==> src/rtl/eagen_pkg.sv <==
package eagen_pkg;
  localparam int unsigned ADDR_W = 32;
  localparam int unsigned SCL_W  = 2;
  typedef logic [ADDR_W-1:0] addr_t;
  typedef enum logic [SCL_W-1:0] {
    SCL_X1 = 2'b00,
    SCL_X2 = 2'b01,
    SCL_X4 = 2'b10,
    SCL_X8 = 2'b11
  } scale_e;
endpackage

==> src/rtl/eagen_scale.sv <==
module eagen_scale
  import eagen_pkg::*;
(
  input  logic   en_i,
  input  addr_t  idx_i,
  input  scale_e scale_i,
  output addr_t  scaled_o
);
  addr_t gated;
  assign gated = en_i ? idx_i : '0;

  always_comb begin
    unique case (scale_i)
      SCL_X1:  scaled_o = gated;
      SCL_X2:  scaled_o = {gated[ADDR_W-2:0], 1'b0};
      SCL_X4:  scaled_o = {gated[ADDR_W-3:0], 2'b0};
      default: scaled_o = {gated[ADDR_W-4:0], 3'b0};
    endcase
  end
endmodule

==> src/rtl/eagen_sum.sv <==
module eagen_sum
  import eagen_pkg::*;
(
  input  logic  base_en_i,
  input  addr_t base_i,
  input  addr_t scaled_i,
  input  addr_t disp_i,
  output addr_t sum_o
);
  addr_t base_g;
  assign base_g = base_en_i ? base_i : '0;
  // carries out of bit 31 are discarded
  assign sum_o  = base_g + scaled_i + disp_i;
endmodule

==> src/rtl/eagen_stage.sv <==
module eagen_stage
  import eagen_pkg::*;
#(
  parameter bit          REG_OUT = 1'b1,
  parameter int unsigned DEST_W  = 5
) (
  input  logic              clk_i,
  input  logic              rst_ni,
  input  logic              valid_i,
  input  logic              addr_only_i,
  input  addr_t             addr_i,
  input  logic [DEST_W-1:0] dest_i,
  output logic              mem_valid_o,
  output logic              wb_valid_o,
  output addr_t             addr_o,
  output logic [DEST_W-1:0] dest_o
);
  logic mem_v, wb_v;
  assign mem_v = valid_i & ~addr_only_i;
  assign wb_v  = valid_i &  addr_only_i;

  if (REG_OUT) begin : g_reg
    always_ff @(posedge clk_i or negedge rst_ni) begin
      if (!rst_ni) begin
        mem_valid_o <= 1'b0;
        wb_valid_o  <= 1'b0;
        addr_o      <= '0;
        dest_o      <= '0;
      end else begin
        mem_valid_o <= mem_v;
        wb_valid_o  <= wb_v;
        if (valid_i) begin
          addr_o <= addr_i;
          dest_o <= dest_i;
        end
      end
    end
  end else begin : g_comb
    assign mem_valid_o = mem_v;
    assign wb_valid_o  = wb_v;
    assign addr_o      = addr_i;
    assign dest_o      = dest_i;
  end
endmodule

==> src/rtl/eagen_top.sv <==
module eagen_top
  import eagen_pkg::*;
#(
  parameter bit          REG_OUT  = 1'b1,
  parameter int unsigned NUM_REGS = 32,
  localparam int unsigned DEST_W  = $clog2(NUM_REGS)
) (
  input  logic              clk_i,
  input  logic              rst_ni,
  input  logic              req_valid_i,
  input  logic              addr_only_i,
  input  logic              base_en_i,
  input  logic [31:0]       base_i,
  input  logic              index_en_i,
  input  logic [31:0]       index_i,
  input  logic [1:0]        scale_i,
  input  logic [31:0]       disp_i,
  input  logic [DEST_W-1:0] dest_i,
  output logic              mem_req_valid_o,
  output logic [31:0]       mem_addr_o,
  output logic              wb_valid_o,
  output logic [DEST_W-1:0] wb_dest_o,
  output logic [31:0]       wb_data_o
);
  addr_t scaled, sum, addr_q;

  eagen_scale u_scale (
    .en_i    (index_en_i),
    .idx_i   (index_i),
    .scale_i (scale_e'(scale_i)),
    .scaled_o(scaled)
  );

  eagen_sum u_sum (
    .base_en_i(base_en_i),
    .base_i   (base_i),
    .scaled_i (scaled),
    .disp_i   (disp_i),
    .sum_o    (sum)
  );

  eagen_stage #(.REG_OUT(REG_OUT), .DEST_W(DEST_W)) u_stage (
    .clk_i      (clk_i),
    .rst_ni     (rst_ni),
    .valid_i    (req_valid_i),
    .addr_only_i(addr_only_i),
    .addr_i     (sum),
    .dest_i     (dest_i),
    .mem_valid_o(mem_req_valid_o),
    .wb_valid_o (wb_valid_o),
    .addr_o     (addr_q),
    .dest_o     (wb_dest_o)
  );

  assign mem_addr_o = addr_q;
  assign wb_data_o  = addr_q;
endmodule

==> config.mk <==
export PLATFORM = sky130hd
export DESIGN_NAME = eagen_top
export DESIGN_NICKNAME = d
export VERILOG_FILES = /design/src/rtl/eagen_pkg.sv /design/src/rtl/eagen_scale.sv /design/src/rtl/eagen_sum.sv /design/src/rtl/eagen_stage.sv /design/src/rtl/eagen_top.sv
export SDC_FILE = /design/constraint.sdc
export NUM_CORES = 1
export LEC_CHECK = 0
export BUFFER_PORTS_ARGS = -buffer_cell sky130_fd_sc_hd__buf_2
export CORE_ASPECT_RATIO = 1.1
export CORE_UTILIZATION = 57
export CTS_CLUSTER_DIAMETER = 80
export DETAILED_ROUTE_END_ITERATION = 10
export PLACE_DENSITY = 0.91
export RECOVER_POWER = 50
export SYNTH_ARGS = -nofsm -noshare
export SYNTH_HDL_FRONTEND = slang
export SYNTH_SLANG_ARGS = --single-unit
==> constraint.sdc <==
create_clock -name clk_i -period 1.7 [get_ports clk_i]
set_input_delay 0.085 -clock clk_i [delete_from_list [all_inputs] [get_ports clk_i]]
set_output_delay 0.085 -clock clk_i [all_outputs]
set_load 0.05 [all_outputs]
==> results.md, run 1 <==
- Number of rows created at floorplan: 36
- Number of enable flip-flop cells after synthesis: 0
- Number of flip-flops and latches in the synthesized netlist: 39
- Clock root buffer: clkbuf_8
- Synth top area share: 18.3%
- GRT worst endpoint: u_stage.addr_o[29]$_DFFE_PN0P_/D
- GRT Total Usage: 76.5%
- Error message: [ERROR GRT-0232] Routing congestion too high. Check the congestion heatmap in the GUI.
- Post-Place Cell Area: 0.00703 mm^2
- Last flow stage reached: global routing
- Category of the worst endpoint: register input
- Floorplan die height: 104 um
- CTS HTree Levels: 2
- Synth area leaders: dfrtp_1 (18%), fa_1 (12%), ha_1 (7.0%)
- Pre-CTS WS: -1790 ps
- Mean cell area of the mapped netlist: 8.14 um^2
- I/O Buffers: 179
- Number of distinct library cell variants in the gate-level netlist after synthesis: 63
- Ys flop type: dfrtp_1
- Number of buffers on the longest clock path: 2
- Synthesis warning total: 0
- Post-synthesis adder-cell area fraction: 19.0%
- Number of top-level pins: 180
- Post-synth net total: 827
- Overflow left after global routing: 40
- Multiplexer area fraction after synthesis: 11.9%
- Post-synthesis async set-or-reset flop share: 100%
- Area share of and/or/nand/nor cells after synthesis: 16.5%
- Initial cell density of the core: 59.6%
- Final Wtd Congestion: 1.06
- Die X-Extent: 94.3 um
- Cell count after synthesis: 656
- Largest family of logic cells by synthesized area: adder cells
- Synth Area in Compound Gates: 17.1%
- Area of the mapped netlist: 0.00534 mm^2
- Status: stopped before the end
- Library cell occupying the most area in the post-synthesis netlist: dfrtp_1
- Pin count of the biggest net entering global routing: 40
- Total CTS buffers: 5
- CTS sink cnt: 39
- Sequential-to-total area share from yosys stat: 18.3%
- XOR/XNOR Fraction of Synth Area: 3.77%
- Post-DP HPWL: 14700 um
metrics by stage:
step,setup TNS (ps),hold WS [ps],instances
2_1_floorplan,-33510,-211,656
3_3_place_gp,-40840,157,994
3_5_place_dp,-44120,177,994
4_1_cts,-33350,6.41,1024
cells in the mapped netlist (all sizes together) (4+ instances only):
library cell    n
o211ai         19
nor3            4
inv            95
o21ai          20
nor2           17
nand2         100
a31oi           5
a21o            9
ha             30
xnor2          19
nand3          21
nand2b          5
nand4           7
fa             32
and3            5
mux2           32
clkbuf         21
o21bai          4
dfrtp          39
buf            42
and2            7
xor2            4
o21a           11
nor2b           6
mux2i          25
a21oi          37
layer usage:
metal / GRT usage (%) / overflow
met4: 77.8 / 17
met3: 59.5 / 0
met2: 91.3 / 23
met1: 78.5 / 0
met5: 15.0 / 0
cells by family after synthesis:
kind of cell | Yosys count
simple gates | 188
mux | 58
compound gates | 128
fa+ha+maj | 62
xor+xnor | 23
flops | 39
buf+inv | 158
repair_timing:
item | CTS
hold endpoints to repair | 40
cloned | 1
buffers inserted | 20
pin swaps | 45
gates resized for setup | 62
hold buffers | 2
endpoints found under the setup margin | 30
==> run 2: changes to the inputs <==
- CORE_ASPECT_RATIO: 1.1 -> default
- CORE_UTILIZATION: 57 -> 40
- CTS_CLUSTER_DIAMETER: 80 -> default
- PLACE_DENSITY: 0.91 -> default
- PLACE_DENSITY_LB_ADDON: default -> 0.15
==> results.md, run 2 <==
- Status: finished, violations left
- Failing checks: setup timing
- Worst Hold Margin: 30.4 ps
- CP max stage delay: 500 ps
- Cell mode on critical path: mux2_4
- Area of the mapped netlist: 0.00534 mm^2 (unchanged)
- Maximum fanout count along the critical path: 7
- Endpoint of the worst register-to-register path: u_stage.addr_o[16]
- GRT Total Usage: 24.9%
- Floorplan die height: 118 um (+14%)
- Critical R2R Launch: u_stage.addr_o[16]
- Critical path's slowest cell: fa_1
- Total leakage power: 4.07 nW
- Pin count of the biggest net entering global routing: 40
- Worst R2R Setup Slack: 830 ps
- Cell count after synthesis: 656 (unchanged)
- Clock network latency to the later pin of the worst-skew pair: 280 ps
- Final Slew Violations: 0
- Signed area change from the synthesized netlist to the final layout: 49.6%
- Period utilization: 177%
- Top post-synthesis cells by count: nand2_1 (100), inv_1 (95), dfrtp_1 (39)
- Count of vias placed by the detailed router: 5506
- Worst Setup Slack, final: -1310 ps
- Detailed-route wire length on metal 1: 7840 um
- Number of design-rule violations left by the first detailed-router iteration: 290
- Ys flop type: dfrtp_1
- Die X-Extent: 118 um (+25%)
- Sw frac: 53.3%
- Final-report setup violation count: 30
- Worst setup path endpoint: u_stage.addr_o[17]
- Clock tree from TritonCTS: done
- Register with the most flip-flops: u_stage.addr_o
- Number of max-cap violations: 0
- Comb power frac: 73.4%
- I/O Buffers: 179 (unchanged)
- Clock skew: 0 ps
- Met3 wire length: 801 um
- Unrepaired setup endpoints after global routing: yes
- Synth area leaders: dfrtp_1 (18%), fa_1 (12%), ha_1 (7.0%)
- Largest register FFs: 32
- CTS sink cnt: 39 (unchanged)
- Arrival time reported for the critical path endpoint: 3180 ps
- Int Power: 0.00456 W
- Global-route wire length before repair: 27700 um
- Worst endpoint required time: 1860 ps
- IR Drop Worst-Case VDD: 457 uV
- Ratio of routed vias to standard cells: 5.03
- Top delay family on crit path: compound AO/OA/AOI/OAI gates
- Vias in the first global route: 5544
- Flop pwr share: 15.5%
- Synthesis warning total: 0 (unchanged)
- Synth top area share: 18.3% (unchanged)
- Number of flip-flops and latches in the synthesized netlist: 39 (unchanged)
- CTS HTree Levels: 2 (unchanged)
- Final worst path period need: 3010 ps
- Highest attainable clock frequency: 0.332 GHz
- Met2 Wirelength: 7950 um
- Critical Path End Type: flip-flop
- Final Routed Wirelength: 16800 um
- Number of top-level pins: 180 (unchanged)
- Most common library cell in the layout ignoring fill and taps: buf_2
- DRC violations left: 0
- Share of final-layout standard cells stronger than drive strength 1: 48.4%
- Highest metal layer used by the detailed router: met4
- Floorplan Core Area: 0.0128 mm^2
- Number of enable flip-flop cells after synthesis: 0 (unchanged)
- Sequential-to-total area share from yosys stat: 18.3% (unchanged)
- Category of the worst setup path launch point: primary input
- CP Cell Sequence: buf_12 -> buf_6 -> mux2_4 -> o211ai_1 -> fa_1 -> inv_2 -> ha_4 -> o21a_1 -> a21oi_4 -> nand4b_1 -> buf_4 -> a21oi_2 -> o21bai_1 -> xor2_1 -> mux2_4
- Power per standard cell area: 1220 mW/mm^2
- Clock root buffer: clkbuf_16
- Final Wtd Congestion: 0.898 (-16%)
- Number of nets at the end of the flow: 1092
- Most repeated cell in the gate-level netlist after synthesis: nand2_1
- Stages on worst setup path: 15
- Overflow left after global routing: 0
- Worst setup path startpoint: scale_i[0]
- Library cell occupying the most area in the post-synthesis netlist: dfrtp_1
- Post-synthesis async set-or-reset flop share: 100% (unchanged)
- Avg WL per Cell: 15.3 um
- First-pass DRT Iterations: 5
- Worst-margin pin slew: 1010 ps
- Path depth of the worst reg2reg path: 2
- Antenna violations before repair: 0
- Worst hold path class: primary input to flip-flop
- Launch instance of the worst min-delay path: dest_i[0]
- Final hold vios: 0
- Number of distinct library cell variants in the gate-level netlist after synthesis: 63 (unchanged)
- Final ANT Viol Nets: 0
- Post-DP HPWL: 14000 um (-5.1%)
- Die footprint: 0.0138 mm^2
- Max-Slew Margin vs Limit: 32.9%
- Number of buffers on the longest clock path: 2 (unchanged)
- Initial cell density of the core: 41.6% (-18 points)
- Filler instances: 1172
- Largest registers: u_stage.addr_o x32, u_stage.dest_o x5
- Post-synth net total: 827 (unchanged)
- Switching power summed over all nets: 0.00520 W
- Mean cell area of the mapped netlist: 8.14 um^2 (unchanged)
- Commonest non-fill, non-tap cells in the layout: buf_2 (164), buf_4 (125), nand2_1 (95)
- Overall power consumption: 0.00975 W
- Number of buffer and inverter instances along the worst setup path: 4
- Ant. Diodes: 0
- Setup CP Type: primary input to flip-flop
- Proportion of power drawn by the clock network: 11.1%
- Total CTS buffers: 5 (unchanged)
- Post-CTS clock slew at the launch and capture registers of the worst setup and hold paths: 60 ps
- Number of rows created at floorplan: 41 (+14%)
-- run 2: cell counts after synthesis --
Identical to the previous run, type by type.
-- run 2: routing by layer --
metal	GRT usage [%]	vias up
li1	-	2698
met1	34.1	2607
met2	42.8	187
met3	2.52	14
met4	4.57	0
met5	0	-
-- run 2: power groups by stage --
stage	Combinational (W)	Clock, W	Sequential (W)
after global placement	0.00659	0	0.00151
final	0.00716	0.00108	0.00151
after global routing	0.00760	0.00115	0.00157
after CTS	0.00697	0.00111	0.00152
after floorplan	0.00385	0	0.00270
after detailed placement	0.00661	0	0.00152
-- run 2: timing repair --
action                                  CTS  global route
gates cloned                              0             0
endpoints found under the setup margin   30            30
pin swaps                                45            44
resized for setup                        67            44
setup buffers                            10             6
hold endpoints to repair                 40             0
hold buffers                              2             0
-- run 2: through the flow --
step / utilization [%] / cells / setup WS [ps] / TNS (ps) / cell area (um^2)
global route: 62.3 / 1094 / -1420 / -34330 / 7990
CTS: 60.9 / 1091 / -1250 / -29820 / 7810
global placement: 56.5 / 1072 / -1700 / -42540 / 7240
finish: 62.3 / 1094 / -1310 / -30890 / 7990
floorplan: - / 656 / -1440 / -33510 / 5600
detailed placement: 56.5 / 1072 / -1730 / -43750 / 7240
-- run 2: how the worst min path moves through the flow --
stage                     cells after the start            endpoint
after CTS                                     2   u_stage.dest_o[0]
after detailed placement                      2  u_stage.addr_o[30]
after floorplan                               0   u_stage.addr_o[0]
after global placement                        2  u_stage.addr_o[30]
final                                         2   u_stage.dest_o[0]
after global routing                          2   u_stage.dest_o[0]
-- run 2: layout make-up --
class	count	area, um^2	share of cell area (%)
Clock buffer	5	125	1.57
Clock inverter	3	43.8	0.548
Inverter	95	357	4.46
Multi-Input combinational cell	459	4240	53.1
Sequential cell	39	976	12.2
Tap cell	172	215	2.69
Timing Repair Buffer	321	2040	25.5
-- run 2: logic make-up (layout without fill, tap and decap cells) --
logic type,after synthesis,after routing,share of synthesized area [%]
AO/OA/AOI/OAI,128,128,17.1
AND/OR/NAND/NOR,188,188,16.5
buffers and inverters,158,424,13.5
adder cells (fa/ha/maj),62,62,19.0
XOR/XNOR,23,23,3.77
multiplexers,58,58,11.9
flip-flops,39,39,18.3
No activity file was read; power rests on OpenSTA's default activity.
==> run 3: changes to the inputs <==
- RECOVER_POWER: 50 -> 25
==> results.md, run 3 (same netlist as run 2, synthesis figures left out) <==
- Overflow left after global routing: 0 (unchanged)
- Final worst path period need: 3020 ps (+5.28 ps)
- Category of the worst setup path launch point: primary input
- Routing usage on met3: 2.52% (unchanged)
- Finished Cell Area: 0.00802 mm^2 (+0.39%)
- Met1 capacity usage during global routing: 34.1% (unchanged)
- Critical path's slowest cell: fa_1
- I/O Buffers: 179 (unchanged)
- Post-CTS clock slew at the launch and capture registers of the worst setup and hold paths: 60 ps (about the same)
- Largest registers: u_stage.addr_o x32, u_stage.dest_o x5
- Worst Setup Slack, final: -1320 ps (-5.28 ps)
- Post-Place Cell Area: 0.00724 mm^2 (unchanged)
- CP Cell Sequence: buf_12 -> buf_6 -> mux2_4 -> o211ai_1 -> fa_1 -> inv_2 -> ha_4 -> o21a_1 -> a21oi_4 -> nand4b_1 -> buf_4 -> a21oi_2 -> o21bai_1 -> xor2_1 -> mux2_4
- First-pass DRT Iterations: 5 (unchanged)
- Arrival time reported for the critical path endpoint: 3180 ps (about the same)
- Floorplan Core Area: 0.0128 mm^2 (unchanged)
- Power per standard cell area: 1220 mW/mm^2 (-0.15%)
- Antenna violations before repair: 0 (unchanged)
- Number of buffers on the longest clock path: 2 (unchanged)
- Overall power consumption: 0.00978 W (+0.24%)
- GR met2 Demand/Resource: 42.8% (unchanged)
- Clock network latency to the later pin of the worst-skew pair: 280 ps (about the same)
- Total leakage power: 4.12 nW (+1.1%)
- Number of nets at the end of the flow: 1092 (unchanged)
- GRT busiest layer: met2
- Unrepaired setup endpoints after global routing: yes
- Die footprint: 0.0138 mm^2 (unchanged)
- Worst hold path class: primary input to flip-flop
- Floorplan die height: 118 um (unchanged)
- Global-route wire length before repair: 27700 um (unchanged)
- Die X-Extent: 118 um (unchanged)
- Failing checks: setup timing
- Number of rows created at floorplan: 41 (unchanged)
- Status: finished, violations left
- Final hold vios: 0 (unchanged)
- Count of vias placed by the detailed router: 5460 (-0.84%)
- Final ANT Viol Nets: 0 (unchanged)
- Number of top-level pins: 180 (unchanged)
- Share of final-layout standard cells stronger than drive strength 1: 49.8% (+1.4 points)
- Final Slew Violations: 0 (unchanged)
- Setup CP Type: primary input to flip-flop
- Top delay family on crit path: compound AO/OA/AOI/OAI gates
- GRT Total Usage: 24.9% (unchanged)
- Period utilization: 178% (+0.31 points)
- Worst-margin pin slew: 1000 ps (-5.69 ps)
- Maximum fanout count along the critical path: 7 (unchanged)
- Highest attainable clock frequency: 0.331 GHz (-0.18%)
- Clock tree from TritonCTS: done
- Max-Slew Margin vs Limit: 33.3% (+0.38 points)
- Final Wtd Congestion: 0.898 (unchanged)
- Vias in the first global route: 5544 (unchanged)
- Ant. Diodes: 0 (unchanged)
- Post-DP HPWL: 14000 um (unchanged)
- Critical Path End Type: flip-flop
- Ratio of routed vias to standard cells: 4.99 (-0.84%)
- DRC violations left: 0 (unchanged)
- Summed negative setup slack over all endpoints: -30730 ps (+164 ps)
- CTS sink cnt: 39 (unchanged)
- Final Routed Wirelength: 16700 um (-0.29%)
- CTS HTree Levels: 2 (unchanged)
- Commonest non-fill, non-tap cells in the layout: buf_2 (178), buf_4 (125), nand2_1 (95)
- Largest register FFs: 32 (unchanged)
- Register with the most flip-flops: u_stage.addr_o
- Pin count of the biggest net entering global routing: 40 (unchanged)
- Final core utilization: 62.6% (+0.24 points)
- Most common library cell in the layout ignoring fill and taps: buf_2
- Signed area change from the synthesized netlist to the final layout: 50.2%
- IR Drop Worst-Case VDD: 457 uV (about the same)
- Final-report setup violation count: 30 (unchanged)
- Initial cell density of the core: 41.6% (unchanged)
- Worst endpoint required time: 1870 ps (about the same)
- Total CTS buffers: 5 (unchanged)
- Number of design-rule violations left by the first detailed-router iteration: 274 (-5.5%)
- Number of max-cap violations: 0 (unchanged)
- Clock skew: 0 ps (unchanged)
- Cell mode on critical path: mux2_4
- Clock root buffer: clkbuf_16
- CP max stage delay: 500 ps (about the same)
- Number of buffer and inverter instances along the worst setup path: 4 (unchanged)
- Avg WL per Cell: 15.3 um (-0.29%)
## run 3: cell types whose count changed in the layout (fill, tap and decap cells not counted)
cell,change
buf_2,+14
clkbuf_2,-2
buf_12,+1
clkbuf_1,-13
## run 3: power by group
part	internal, W	switching (W)	total (W)
Combinational	0.00263	0.00456	0.00719
Sequential	0.00127	0.000242	0.00151
Clock	0.000692	0.000388	0.00108
## run 3: final cells by class
class                   instances  area [um^2]
fillers                      1163         4800
multi-input cells             459         4240
repair buffers                321         2070
flip-flops and latches         39          976
inverters                      95          357
well taps                     172          215
clock buffers                   5          125
clock inverters                 3         43.8
## run 3: worst paths after layout
| kind | start | endpoint | slack (ps) | cells after the start |
|---|---|---|---|---|
| max | scale_i[0] | u_stage.addr_o[17] | -1320 | 15 |
| min | dest_i[0] | u_stage.dest_o[0] | 30 | 2 |
| max reg2reg | u_stage.addr_o[31] | u_stage.addr_o[31] | 860 | 2 |
| min reg2reg | u_stage.dest_o[0] | u_stage.dest_o[0] | 510 | 1 |
| max in group asynchronous | rst_ni | u_stage.addr_o[9] | 500 | 3 |
| min in group asynchronous | rst_ni | u_stage.addr_o[30] | 580 | 3 |
## run 3: per-stage QoR
step           hold WS, ps  std cells  setup WS (ps)
3_5_place_dp           178       1072          -1730
3_3_place_gp           170       1072          -1700
2_1_floorplan         -211        656          -1440
4_1_cts               24.9       1091          -1250
6_report              30.0       1094          -1320
5_1_grt               33.6       1094          -1420
## run 3: per-layer routing
metal / wire, um / up-vias
li1: - / 2700
met1: 7850 / 2575
met2: 7930 / 169
met3: 740 / 16
met4: 193 / 0
met5: 0 / -
## run 3: what timing repair did
action	4_1_cts	5_1_grt
hold buffers	2	0
endpoints found under the setup margin	30	30
gates cloned	0	0
pin swaps	45	44
endpoints found under the hold margin	40	0
gates resized for setup	67	44
setup buffers	10	6
==> run 4: changes to the inputs <==
--- a/config.mk
+++ b/config.mk
@@ -7,2 +7,3 @@
 export LEC_CHECK = 0
+export ABC_AREA = 1
 export BUFFER_PORTS_ARGS = -buffer_cell sky130_fd_sc_hd__buf_2
@@ -10,2 +11,3 @@
 export DETAILED_ROUTE_END_ITERATION = 10
+export GPL_ROUTABILITY_DRIVEN = 0
 export PLACE_DENSITY_LB_ADDON = 0.15
--- a/constraint.sdc
+++ b/constraint.sdc
@@ -3,2 +3,2 @@
 set_output_delay 0.085 -clock clk_i [all_outputs]
-set_load 0.05 [all_outputs]
+set_load 0.01 [all_outputs]
==> results.md, run 4 <==
- Most repeated cell in the gate-level netlist after synthesis: nand2_1
- Number of flip-flops and latches in the synthesized netlist: 39 (unchanged)
- Largest registers: u_stage.addr_o x32, u_stage.dest_o x5
- Summed negative setup slack over all endpoints: -17460 ps (+13270 ps)
- Overflow left after global routing: 0 (unchanged)
- Register with the most flip-flops: u_stage.addr_o
- Critical path's slowest cell: fa_1
- Vias in the first global route: 6475 (+17%)
- Commonest non-fill, non-tap cells in the layout: nand2_1 (289), inv_1 (191), buf_2 (174)
- Number of buffer and inverter instances along the worst setup path: 5 (+1)
- Largest register FFs: 32 (unchanged)
- Synthesis warning total: 0 (unchanged)
- Met1 capacity usage during global routing: 34.1% (about the same)
- Post-CTS clock slew at the launch and capture registers of the worst setup and hold paths: 70 ps (about the same)
- Clock network latency to the later pin of the worst-skew pair: 280 ps (about the same)
- Floorplan Core Area: 0.0140 mm^2 (+9.5%)
- Unrepaired setup endpoints after global routing: yes
- Worst hold path class: primary input to flip-flop
- Worst Setup Slack, final: -690 ps (+628 ps)
- GR met2 Demand/Resource: 44.0% (+1.3 points)
- Post-DP HPWL: 14600 um (+4.5%)
- Max-Slew Margin vs Limit: 38.3% (+5.0 points)
- Count of vias placed by the detailed router: 6707 (+23%)
- Number of design-rule violations left by the first detailed-router iteration: 224 (-18%)
- Post-synthesis async set-or-reset flop share: 100% (unchanged)
- Cell mode on critical path: nand2_1
- Die footprint: 0.0151 mm^2 (+9.2%)
- Critical Path End Type: flip-flop
- Synth area leaders: nand2_1 (24%), dfrtp_1 (17%), inv_1 (14%)
- Clock skew: 0 ps (unchanged)
- Status: finished, violations left
- Most common library cell in the layout ignoring fill and taps: nand2_1
- Clock tree from TritonCTS: done
- Total placed cells including tap cells: 1372 (+28%)
- Initial cell density of the core: 41.6% (about the same)
- Highest attainable clock frequency: 0.418 GHz (+26%)
- Final Slew Violations: 0 (unchanged)
- Setup CP Type: primary input to flip-flop
- Library cell occupying the most area in the post-synthesis netlist: nand2_1
- Floorplan die height: 123 um (+4.5%)
- Ant. Diodes: 0 (unchanged)
- Area of the mapped netlist: 0.00584 mm^2 (+9.4%)
- Global-route wire length before repair: 30300 um (+9.5%)
- CTS HTree Levels: 2 (unchanged)
- Share of final-layout standard cells stronger than drive strength 1: 45.2% (-4.6 points)
- Top post-synthesis cells by count: nand2_1 (369), inv_1 (221), nand3_1 (46)
- Pin count of the biggest net entering global routing: 26 (-35%)
- Cell count after synthesis: 972 (+48%)
- Number of buffers on the longest clock path: 2 (unchanged)
- Failing checks: setup timing
- Number of max-cap violations: 0 (unchanged)
- Antenna violations before repair: 0 (unchanged)
- Number of distinct library cell variants in the gate-level netlist after synthesis: 35 (-44%)
- Count of non-filler cells in the finished layout: 1399 (+28%)
- Arrival time reported for the critical path endpoint: 2580 ps (-600 ps)
- GRT busiest layer: met2
- Total leakage power: 5.21 nW (+27%)
- Number of rows created at floorplan: 43 (+4.9%)
- Synth top area share: 23.7% (+5.4 points)
- Category of the worst setup path launch point: primary input
- IR Drop Worst-Case VDD: 499 uV (+9.2%)
- Final worst path period need: 2390 ps (-628 ps)
- Final-report setup violation count: 30 (unchanged)
- Total CTS buffers: 5 (unchanged)
- Sequential-to-total area share from yosys stat: 16.7% (-1.6 points)
- Period utilization: 141% (-37 points)
- Number of nets at the end of the flow: 1389 (+27%)
- Power per standard cell area: 829 mW/mm^2 (-32%)
- Avg WL per Cell: 13.2 um (-13%)
- Ratio of routed vias to standard cells: 4.79 (-3.9%)
- Overall power consumption: 0.00771 W (-21%)
- Final hold vios: 0 (unchanged)
- Die X-Extent: 123 um (+4.5%)
- CP max stage delay: 500 ps (about the same)
- Number of top-level pins: 180 (unchanged)
- Maximum fanout count along the critical path: 8 (+1)
- Worst-margin pin slew: 926 ps (-74.6 ps)
- Mean cell area of the mapped netlist: 6.01 um^2 (-26%)
- Number of enable flip-flop cells after synthesis: 0 (unchanged)
- Clock root buffer: clkbuf_16
- Final Routed Wirelength: 18500 um (+11%)
- Critical R2R Launch: u_stage.addr_o[25]
- Filler instances: 1220 (+4.9%)
- Post-synth net total: 1143 (+38%)
- Final ANT Viol Nets: 0 (unchanged)
- Launch instance of the worst min-delay path: dest_i[1]
- Ys flop type: dfrtp_1
- CP Cell Sequence: buf_8 -> inv_4 -> nor2_4 -> inv_4 -> buf_8 -> o22ai_1 -> a221oi_2 -> fa_1 -> inv_2 -> ha_4 -> nand2_2 -> nor2_4 -> and2_1 -> nand2_1 -> nand2_2 -> nand2_2 -> nand2_1 -> nand2_1 -> nand3_2 -> nand2_1
- DRC violations left: 0 (unchanged)
- Worst setup path startpoint: scale_i[0]
- Routing usage on met3: 1.72% (-0.80 points)
- I/O Buffers: 179 (unchanged)
- Signed area change from the synthesized netlist to the final layout: 59.2%
- Post-Place Cell Area: 0.00801 mm^2 (+11%)
- CTS sink cnt: 39 (unchanged)
- GRT Total Usage: 25.6% (+0.68 points)
- First-pass DRT Iterations: 5 (unchanged)
- Finished Cell Area: 0.00930 mm^2 (+16%)
- Top delay family on crit path: simple AND/OR/NAND/NOR gates
- Worst endpoint required time: 1890 ps (+20 ps)
run 4: tightest hold or removal path: stages:
cell     delay (ps)
buf_2            80
nand2_1          40
nand2_1          60
run 4: worst paths after layout:
| path | to | slack [ps] | cells past startpoint |
|---|---|---|---|
| min | u_stage.dest_o[1] | 6 | 3 |
| min reg2reg | u_stage.dest_o[1] | 460 | 2 |
| max | u_stage.addr_o[31] | -690 | 20 |
| min in group asynchronous | u_stage.addr_o[13] | 440 | 2 |
| max in group asynchronous | u_stage.addr_o[16] | 350 | 3 |
| max reg2reg | u_stage.addr_o[25] | 1030 | 2 |
run 4: cell families (layout without fill, tap and decap cells):
logic type | Yosys count | after routing | share of synthesized area [%]
flops | 39 | 39 | 16.7
simple gates | 481 | 481 | 33.3
xor+xnor | 10 | 10 | 1.50
buf+inv | 284 | 531 | 20.6
fa+ha+maj | 62 | 62 | 17.4
compound gates | 96 | 96 | 10.4
run 4: per-layer routing:
metal  vias up  routed length, um
li1       3416                  -
met1      3054               8680
met2       208               8680
met3        29                756
met4         0                375
met5         -                  0
run 4: cell type report:
cell class              count  area (um^2)  share of cell area (%)
multi-input cells         649         5030                    54.1
repair buffers            295         2000                    21.5
flip-flops and latches     39          976                    10.5
inverters                 228          876                    9.41
well taps                 180          225                    2.42
clock buffers               5          125                    1.34
clock inverters             3         67.6                   0.726
run 4: what timing repair did:
action,in CTS,in global routing
pin swaps,86,16
hold buffers,2,0
buffers inserted,12,1
setup endpoints to repair,30,30
gates resized for setup,191,21
endpoints found under the hold margin,17,0
cloned,4,0
run 4: power breakdown:
part	internal, W	switching [W]	total (W)
sequential	0.00119	0.000199	0.00139
clock	0.000841	0.000393	0.00123
combinational	0.00231	0.00278	0.00509
run 4: stage by stage:
step                util [%]  setup WS, ps  hold WS [ps]
global route            66.2          -848          17.3
CTS                     65.6          -635          2.91
global placement        57.0         -1160          27.8
finish                  66.2          -690          6.23
floorplan                  -          -687          -211
detailed placement      57.0         -1270          26.3
